--- src/rtl/sag_pkg.sv ---
package sag_pkg;

    localparam int FIELD_W = 14;

    typedef enum logic [1:0] {
        SZ_1 = 2'd0,
        SZ_2 = 2'd1,
        SZ_4 = 2'd2,
        SZ_8 = 2'd3
    } xfer_size_e;

    typedef enum logic [1:0] {
        MV_INC   = 2'd0,
        MV_DEC   = 2'd1,
        MV_HOLD  = 2'd2,
        MV_BURST = 2'd3
    } move_e;

    typedef enum logic [1:0] {
        ST_IDLE = 2'd0,
        ST_RUN  = 2'd1,
        ST_DONE = 2'd2
    } run_state_e;

    // Per-side configuration word, most significant field first.
    typedef struct packed {
        xfer_size_e           size;
        move_e                move;
        logic [FIELD_W-1:0]   blk_len;
        logic [FIELD_W-1:0]   stride;
    } side_word_t;

    function automatic logic [3:0] size_to_bytes(input xfer_size_e s);
        return 4'd1 << s;
    endfunction

endpackage

--- src/rtl/sag_ctrl.sv ---
module sag_ctrl
    import sag_pkg::*;
#(
    parameter int CNT_W = 22
) (
    input  logic             clk,
    input  logic             rst,
    input  logic             load,
    input  logic [CNT_W-1:0] load_count,
    input  logic [3:0]       size_bytes,
    input  logic             accept,
    output logic             valid,
    output logic             done,
    output logic [3:0]       beat_bytes,
    output logic             last
);

    localparam int PAD_W = CNT_W - 4;

    run_state_e       state_q;
    logic [CNT_W-1:0] remain_q;
    logic [CNT_W-1:0] size_ext;
    logic [CNT_W-1:0] taken_ext;
    logic             short_beat;

    always_comb begin
        size_ext   = {{PAD_W{1'b0}}, size_bytes};
        short_beat = remain_q < size_ext;
        beat_bytes = short_beat ? remain_q[3:0] : size_bytes;
        last       = remain_q <= size_ext;
        taken_ext  = {{PAD_W{1'b0}}, beat_bytes};
        valid      = (state_q == ST_RUN);
        done       = (state_q == ST_DONE);
    end

    always_ff @(posedge clk) begin
        if (rst) begin
            state_q  <= ST_IDLE;
            remain_q <= '0;
        end else if (load) begin
            remain_q <= load_count;
            state_q  <= (load_count == '0) ? ST_DONE : ST_RUN;
        end else if (state_q == ST_RUN && accept) begin
            remain_q <= remain_q - taken_ext;
            if (last) begin
                state_q <= ST_DONE;
            end
        end
    end

endmodule

--- src/rtl/sag_step.sv ---
module sag_step
    import sag_pkg::*;
#(
    parameter int ADDR_W = 32
) (
    input  logic               clk,
    input  logic               rst,
    input  logic               load,
    input  logic [ADDR_W-1:0]  load_base,
    input  logic               advance,
    input  logic [3:0]         size_bytes,
    input  move_e              mode,
    input  logic               stride_en,
    input  logic [FIELD_W-1:0] blk_len,
    input  logic [FIELD_W-1:0] stride,
    output logic [ADDR_W-1:0]  addr
);

    localparam int STEP_PAD   = ADDR_W - 4;
    localparam int STRIDE_PAD = ADDR_W - FIELD_W;

    logic [ADDR_W-1:0]  addr_q, addr_nx;
    logic [ADDR_W-1:0]  start_q, start_nx;
    logic [FIELD_W-1:0] cnt_q, cnt_nx;
    logic [ADDR_W-1:0]  step_amt;
    logic [ADDR_W-1:0]  stride_amt;
    logic [FIELD_W-1:0] blk_eff;
    logic               block_full;

    always_comb begin
        step_amt   = {{STEP_PAD{1'b0}}, size_bytes};
        stride_amt = {{STRIDE_PAD{1'b0}}, stride};
        blk_eff    = (blk_len == '0) ? FIELD_W'(1) : blk_len;
        block_full = ({1'b0, cnt_q} + (FIELD_W+1)'(1)) >= {1'b0, blk_eff};
        addr_nx    = addr_q;
        start_nx   = start_q;
        cnt_nx     = cnt_q;
        if (stride_en) begin
            if (block_full) begin
                addr_nx  = start_q + stride_amt;
                start_nx = start_q + stride_amt;
                cnt_nx   = '0;
            end else begin
                addr_nx  = addr_q + step_amt;
                cnt_nx   = cnt_q + FIELD_W'(1);
            end
        end else begin
            unique case (mode)
                MV_INC, MV_BURST: addr_nx = addr_q + step_amt;
                MV_DEC:           addr_nx = addr_q - step_amt;
                MV_HOLD:          addr_nx = addr_q;
                default:          addr_nx = addr_q;
            endcase
        end
    end

    always_ff @(posedge clk) begin
        if (rst) begin
            addr_q  <= '0;
            start_q <= '0;
            cnt_q   <= '0;
        end else if (load) begin
            addr_q  <= load_base;
            start_q <= load_base;
            cnt_q   <= '0;
        end else if (advance) begin
            addr_q  <= addr_nx;
            start_q <= start_nx;
            cnt_q   <= cnt_nx;
        end
    end

    assign addr = addr_q;

endmodule

--- src/rtl/stride_addr_gen.sv ---
module stride_addr_gen
    import sag_pkg::*;
#(
    parameter int ADDR_W = 32,
    parameter int CNT_W  = 22
) (
    input  logic              clk,
    input  logic              rst,
    input  logic              load_i,
    input  logic [ADDR_W-1:0] ld_base_i,
    input  logic [CNT_W-1:0]  ld_count_i,
    input  logic [31:0]       ld_side_word_i,
    input  logic              ld_stride_en_i,
    output logic              beat_valid_o,
    input  logic              beat_ready_i,
    output logic [ADDR_W-1:0] beat_addr_o,
    output logic [3:0]        beat_bytes_o,
    output logic              beat_last_o,
    output logic              beat_burst_o,
    output logic              done_o
);

    side_word_t cfg_q;
    logic       stride_en_q;
    logic [3:0] size_bytes;
    logic       accept;

    always_ff @(posedge clk) begin
        if (rst) begin
            cfg_q       <= '0;
            stride_en_q <= 1'b0;
        end else if (load_i) begin
            cfg_q       <= side_word_t'(ld_side_word_i);
            stride_en_q <= ld_stride_en_i;
        end
    end

    assign size_bytes = size_to_bytes(cfg_q.size);
    assign accept     = beat_valid_o && beat_ready_i && !load_i;

    sag_ctrl #(.CNT_W(CNT_W)) ctrl_i (
        .clk        (clk),
        .rst        (rst),
        .load       (load_i),
        .load_count (ld_count_i),
        .size_bytes (size_bytes),
        .accept     (accept),
        .valid      (beat_valid_o),
        .done       (done_o),
        .beat_bytes (beat_bytes_o),
        .last       (beat_last_o)
    );

    sag_step #(.ADDR_W(ADDR_W)) step_i (
        .clk        (clk),
        .rst        (rst),
        .load       (load_i),
        .load_base  (ld_base_i),
        .advance    (accept),
        .size_bytes (size_bytes),
        .mode       (cfg_q.move),
        .stride_en  (stride_en_q),
        .blk_len    (cfg_q.blk_len),
        .stride     (cfg_q.stride),
        .addr       (beat_addr_o)
    );

    assign beat_burst_o = beat_valid_o && (cfg_q.move == MV_BURST);

endmodule

--- config.mk ---
export PLATFORM = sky130hd
export DESIGN_NAME = stride_addr_gen
export DESIGN_NICKNAME = d
export VERILOG_FILES = /design/src/rtl/sag_pkg.sv /design/src/rtl/sag_ctrl.sv /design/src/rtl/sag_step.sv /design/src/rtl/stride_addr_gen.sv
export SDC_FILE = /design/constraint.sdc
export NUM_CORES = 1
export LEC_CHECK = 0
export CAP_MARGIN = 40
export CORE_MARGIN = 2
export CORE_UTILIZATION = 50
export CTS_CLUSTER_DIAMETER = 60
export DETAILED_ROUTE_END_ITERATION = 10
export GPL_TIMING_DRIVEN = 0
export PLACE_DENSITY = 0.81
export SLEW_MARGIN = 20
export SYNTH_ARGS = -nofsm -noshare
export SYNTH_HDL_FRONTEND = slang
export SYNTH_HIERARCHICAL = 1
export SYNTH_SLANG_ARGS = --single-unit
--- constraint.sdc ---
create_clock -name clk -period 4.86 [get_ports clk]
set_clock_uncertainty 0.15 [all_clocks]
set_input_delay 0.486 -clock clk [delete_from_list [all_inputs] [get_ports clk]]
set_output_delay 0.486 -clock clk [all_outputs]
set_load 0.05 [all_outputs]
==> impl_metrics.toml <==
[cells_and_area]
final_util = 0.618
mostFrequentLayoutCells = "nor2_1, dfxtp_1, clkdlybuf4s50_1, nand2_1, a21oi_1"
final_nets = 1599
drive_above_1_share = 0.0686
syn_to_final_growth_pct = 22.4
final_common_cell = "nor2_1"

[floorplan]
ios = 131
die_h_um = 146
start_util = 0.505
dieArea_um2 = 21500
core_um2 = 20100
num_rows = 52
die_x_um = 146

[drt]
routedWlPerCell_um = 20.9
via_per_inst = 6.28
drt_first_iter_violations = 1433
via_count = 10900
drcViolationCount = 0
wirelength_um = 36400
drt_pass1_iterations = 6
ant_nets = 0

[global_routing]
grt_max_degree = 17
first_global_vias = 10500
grt_pass1_wl_um = 56200
gr-total-overflow = 0
antenna_found_initial = 2
grtUsageTotal = 0.333

[sta]
rsz0062_at_grt = "false"
fin_crit_ns = 4.63
slew_headroom = 0.403
max_clock_freq_ghz = 0.216
worst_pin_slew_ns = 0.886
period_share = 0.953
setup_viol = 0
fin_tns_setup_ns = 0
finalHoldViolations = 0
slew_violations = 0

[clocking]
cts_sinks = 135
clock_path_buffers = 2
clock_latency_ns = 0.43
cts-buffers-inserted = 17
clockRootBuffer = "clkbuf_16"
clk_pin_slew_worst_paths_ns = 0.07
cts-htree-levels = 4
cts_tree = "yes"

[power]
total_power_mw = 3.42
ir_drop_mv = 0.211
power.density_nw_per_um2 = 275
p_leak_nw = 4.68

[setup_path]
startpoint = "step_i/cnt_q[0]$_SDFFE_PP0P_"
critPathMaxFanout = 10
rr_endpoint = "step_i/addr[10]$_SDFFE_PP0P_"
cp.required_ns = 5.01
cp-end-kind = "flip-flop"
arrival_ns = 4.78
critPathLaunchType = "flip-flop"
rrSetupSlack_ns = 0.23
r2r_start = "step_i/cnt_q[0]$_SDFFE_PP0P_"
r2r_cells = 14
worstSetupEndpoint = "step_i/addr[10]$_SDFFE_PP0P_"
crit_type = "reg2reg"

[yosys]
synthArstFlopShare = 0
synthFlopType = "dfxtp_1"
synthCells = 1306
synth.distinct_cells = 85
yosysWarnings = 6
synth_edf_count = 0
synth_fp_nets = 1446
avgSynthCellArea_um2 = 7.77
ys_ff_latch = 135
yosysSeqAreaShare = 0.266
syn_area_um2 = 10200

[outcome]
outcome = "finished clean"

[flow_run]
cap_violations = 0

[placed_design]
routabilityCongestion = 1.03
numPortBuffers = 130
hpwl_um = 27600

[min_path]
hold_class = "reg2reg"
[routing by layer]
metal,wire length [um],global-route usage,vias up
met1,14800,0.445,5045
met3,4410,0.0891,129
met5,0,0,-
met4,1470,0.130,0
li1,-,-,5072
met2,15700,0.512,701
[registers in the layout (all words and copies together), names as in the netlist]
signal           count
step_i/addr         32
ctrl_i/state_q       2
stride_en_q          1
ctrl_i/remain_q     22
cfg_q               32
step_i/start_q      32
step_i/cnt_q        14
[synthesized netlist by cell type, drive strengths merged (5+ instances only)]
library cell	count	area, um2
and3	19	119
o32ai	9	78.8
o221ai	9	78.8
clkbuf	63	250
nand4	21	131
or3	14	98.9
nand2	94	355
o22ai	5	31.3
dfxtp	135	2700
inv	43	161
a211oi	43	333
mux2i	42	420
and2	6	37.5
or4	8	71.3
nor4	29	206
buf	25	190
o211ai	11	87.6
and4	5	43.8
a21oi	86	430
o211a	5	50.1
xor2	42	368
o31ai	6	45.0
a311oi	5	43.8
a21o	12	90.1
o21a	17	128
ha	45	563
nand3	44	225
o21ai	57	285
a31oi	15	93.8
nand3b	12	90.1
nor2b	11	68.8
mux2	7	78.8
nor3	50	272
a21boi	6	45.0
a221oi	6	52.6
nor2	168	631
xnor2	72	638
nand2b	8	50.1
[logic make-up (layout without fill, tap and decap cells)]
group,count (synthesis),in the layout,synth area share
AO/OA/AOI/OAI,326,326,0.215
XOR/XNOR,114,114,0.0991
adder cells (fa/ha/maj),49,49,0.0634
buffers and inverters,131,297,0.0593
flip-flops,135,135,0.266
multiplexers,49,49,0.0492
other,0,1,0
AND/OR/NAND/NOR,502,502,0.248
[how the worst min path moves through the flow]
stage | from | endpoint | slack [ns] | cells after the start
final | cfg_q[17]$_SDFFE_PP0P_ | cfg_q[17]$_SDFFE_PP0P_ | 0.35 | 2
after global routing | step_i/cnt_q[1]$_SDFFE_PP0P_ | step_i/cnt_q[1]$_SDFFE_PP0P_ | 0.37 | 2
after CTS | stride_en_q$_SDFFE_PP0P_ | stride_en_q$_SDFFE_PP0P_ | 0.35 | 2
after detailed placement | stride_en_q$_SDFFE_PP0P_ | stride_en_q$_SDFFE_PP0P_ | 0.33 | 2
after global placement | stride_en_q$_SDFFE_PP0P_ | stride_en_q$_SDFFE_PP0P_ | 0.32 | 2
after floorplan | stride_en_q$_SDFFE_PP0P_ | stride_en_q$_SDFFE_PP0P_ | 0.30 | 2
[cell type report]
class	count	area (um2)
Antenna cell	1	2.50
Buffer	88	448
Clock buffer	19	443
Clock inverter	13	133
Fill cell	1768	7680
Inverter	43	161
Multi-Input combinational cell	1040	6870
Sequential cell	135	2700
Tap cell	270	338
Timing Repair Buffer	134	1330
[worst max-delay path, stage by stage, from the launching register on]
cell       delay [ns]
dfxtp_1          0.45
ha_1             0.27
nand3_1          0.24
nor3_4           0.37
and3_1           0.31
xor2_1           0.18
ha_1             0.28
and4_1           0.23
a2111oi_2        0.44
o211a_1          0.22
buf_2            0.27
buf_2            0.33
clkbuf_4         0.31
o211ai_1         0.14
a211oi_2         0.33
[through the flow]
stage	hold slack, ns	std cells	cell area [um2]	setup slack, ns
floorplan	0.305	1306	10200	0.811
detailed placement	0.334	1708	11800	0.0259
finish	0.352	1743	12400	0.228
global route	0.375	1742	12400	0.0387
CTS	0.350	1740	12400	0.118
global placement	0.322	1706	11800	-0.00309
[repair_timing]
action,4_1_cts,5_1_grt
buffers inserted,0,0
resized for setup,1,10
endpoints found under the setup margin,1,33
pin swaps,0,1
hold buffers,0,0
[where the power goes]
group	internal, mW	leakage (nW)	switching (mW)
registers	1.17	1.12	0.0741
clock network	0.733	0.276	0.566
logic	0.336	3.29	0.536
No activity file was read; power rests on OpenSTA's default activity.
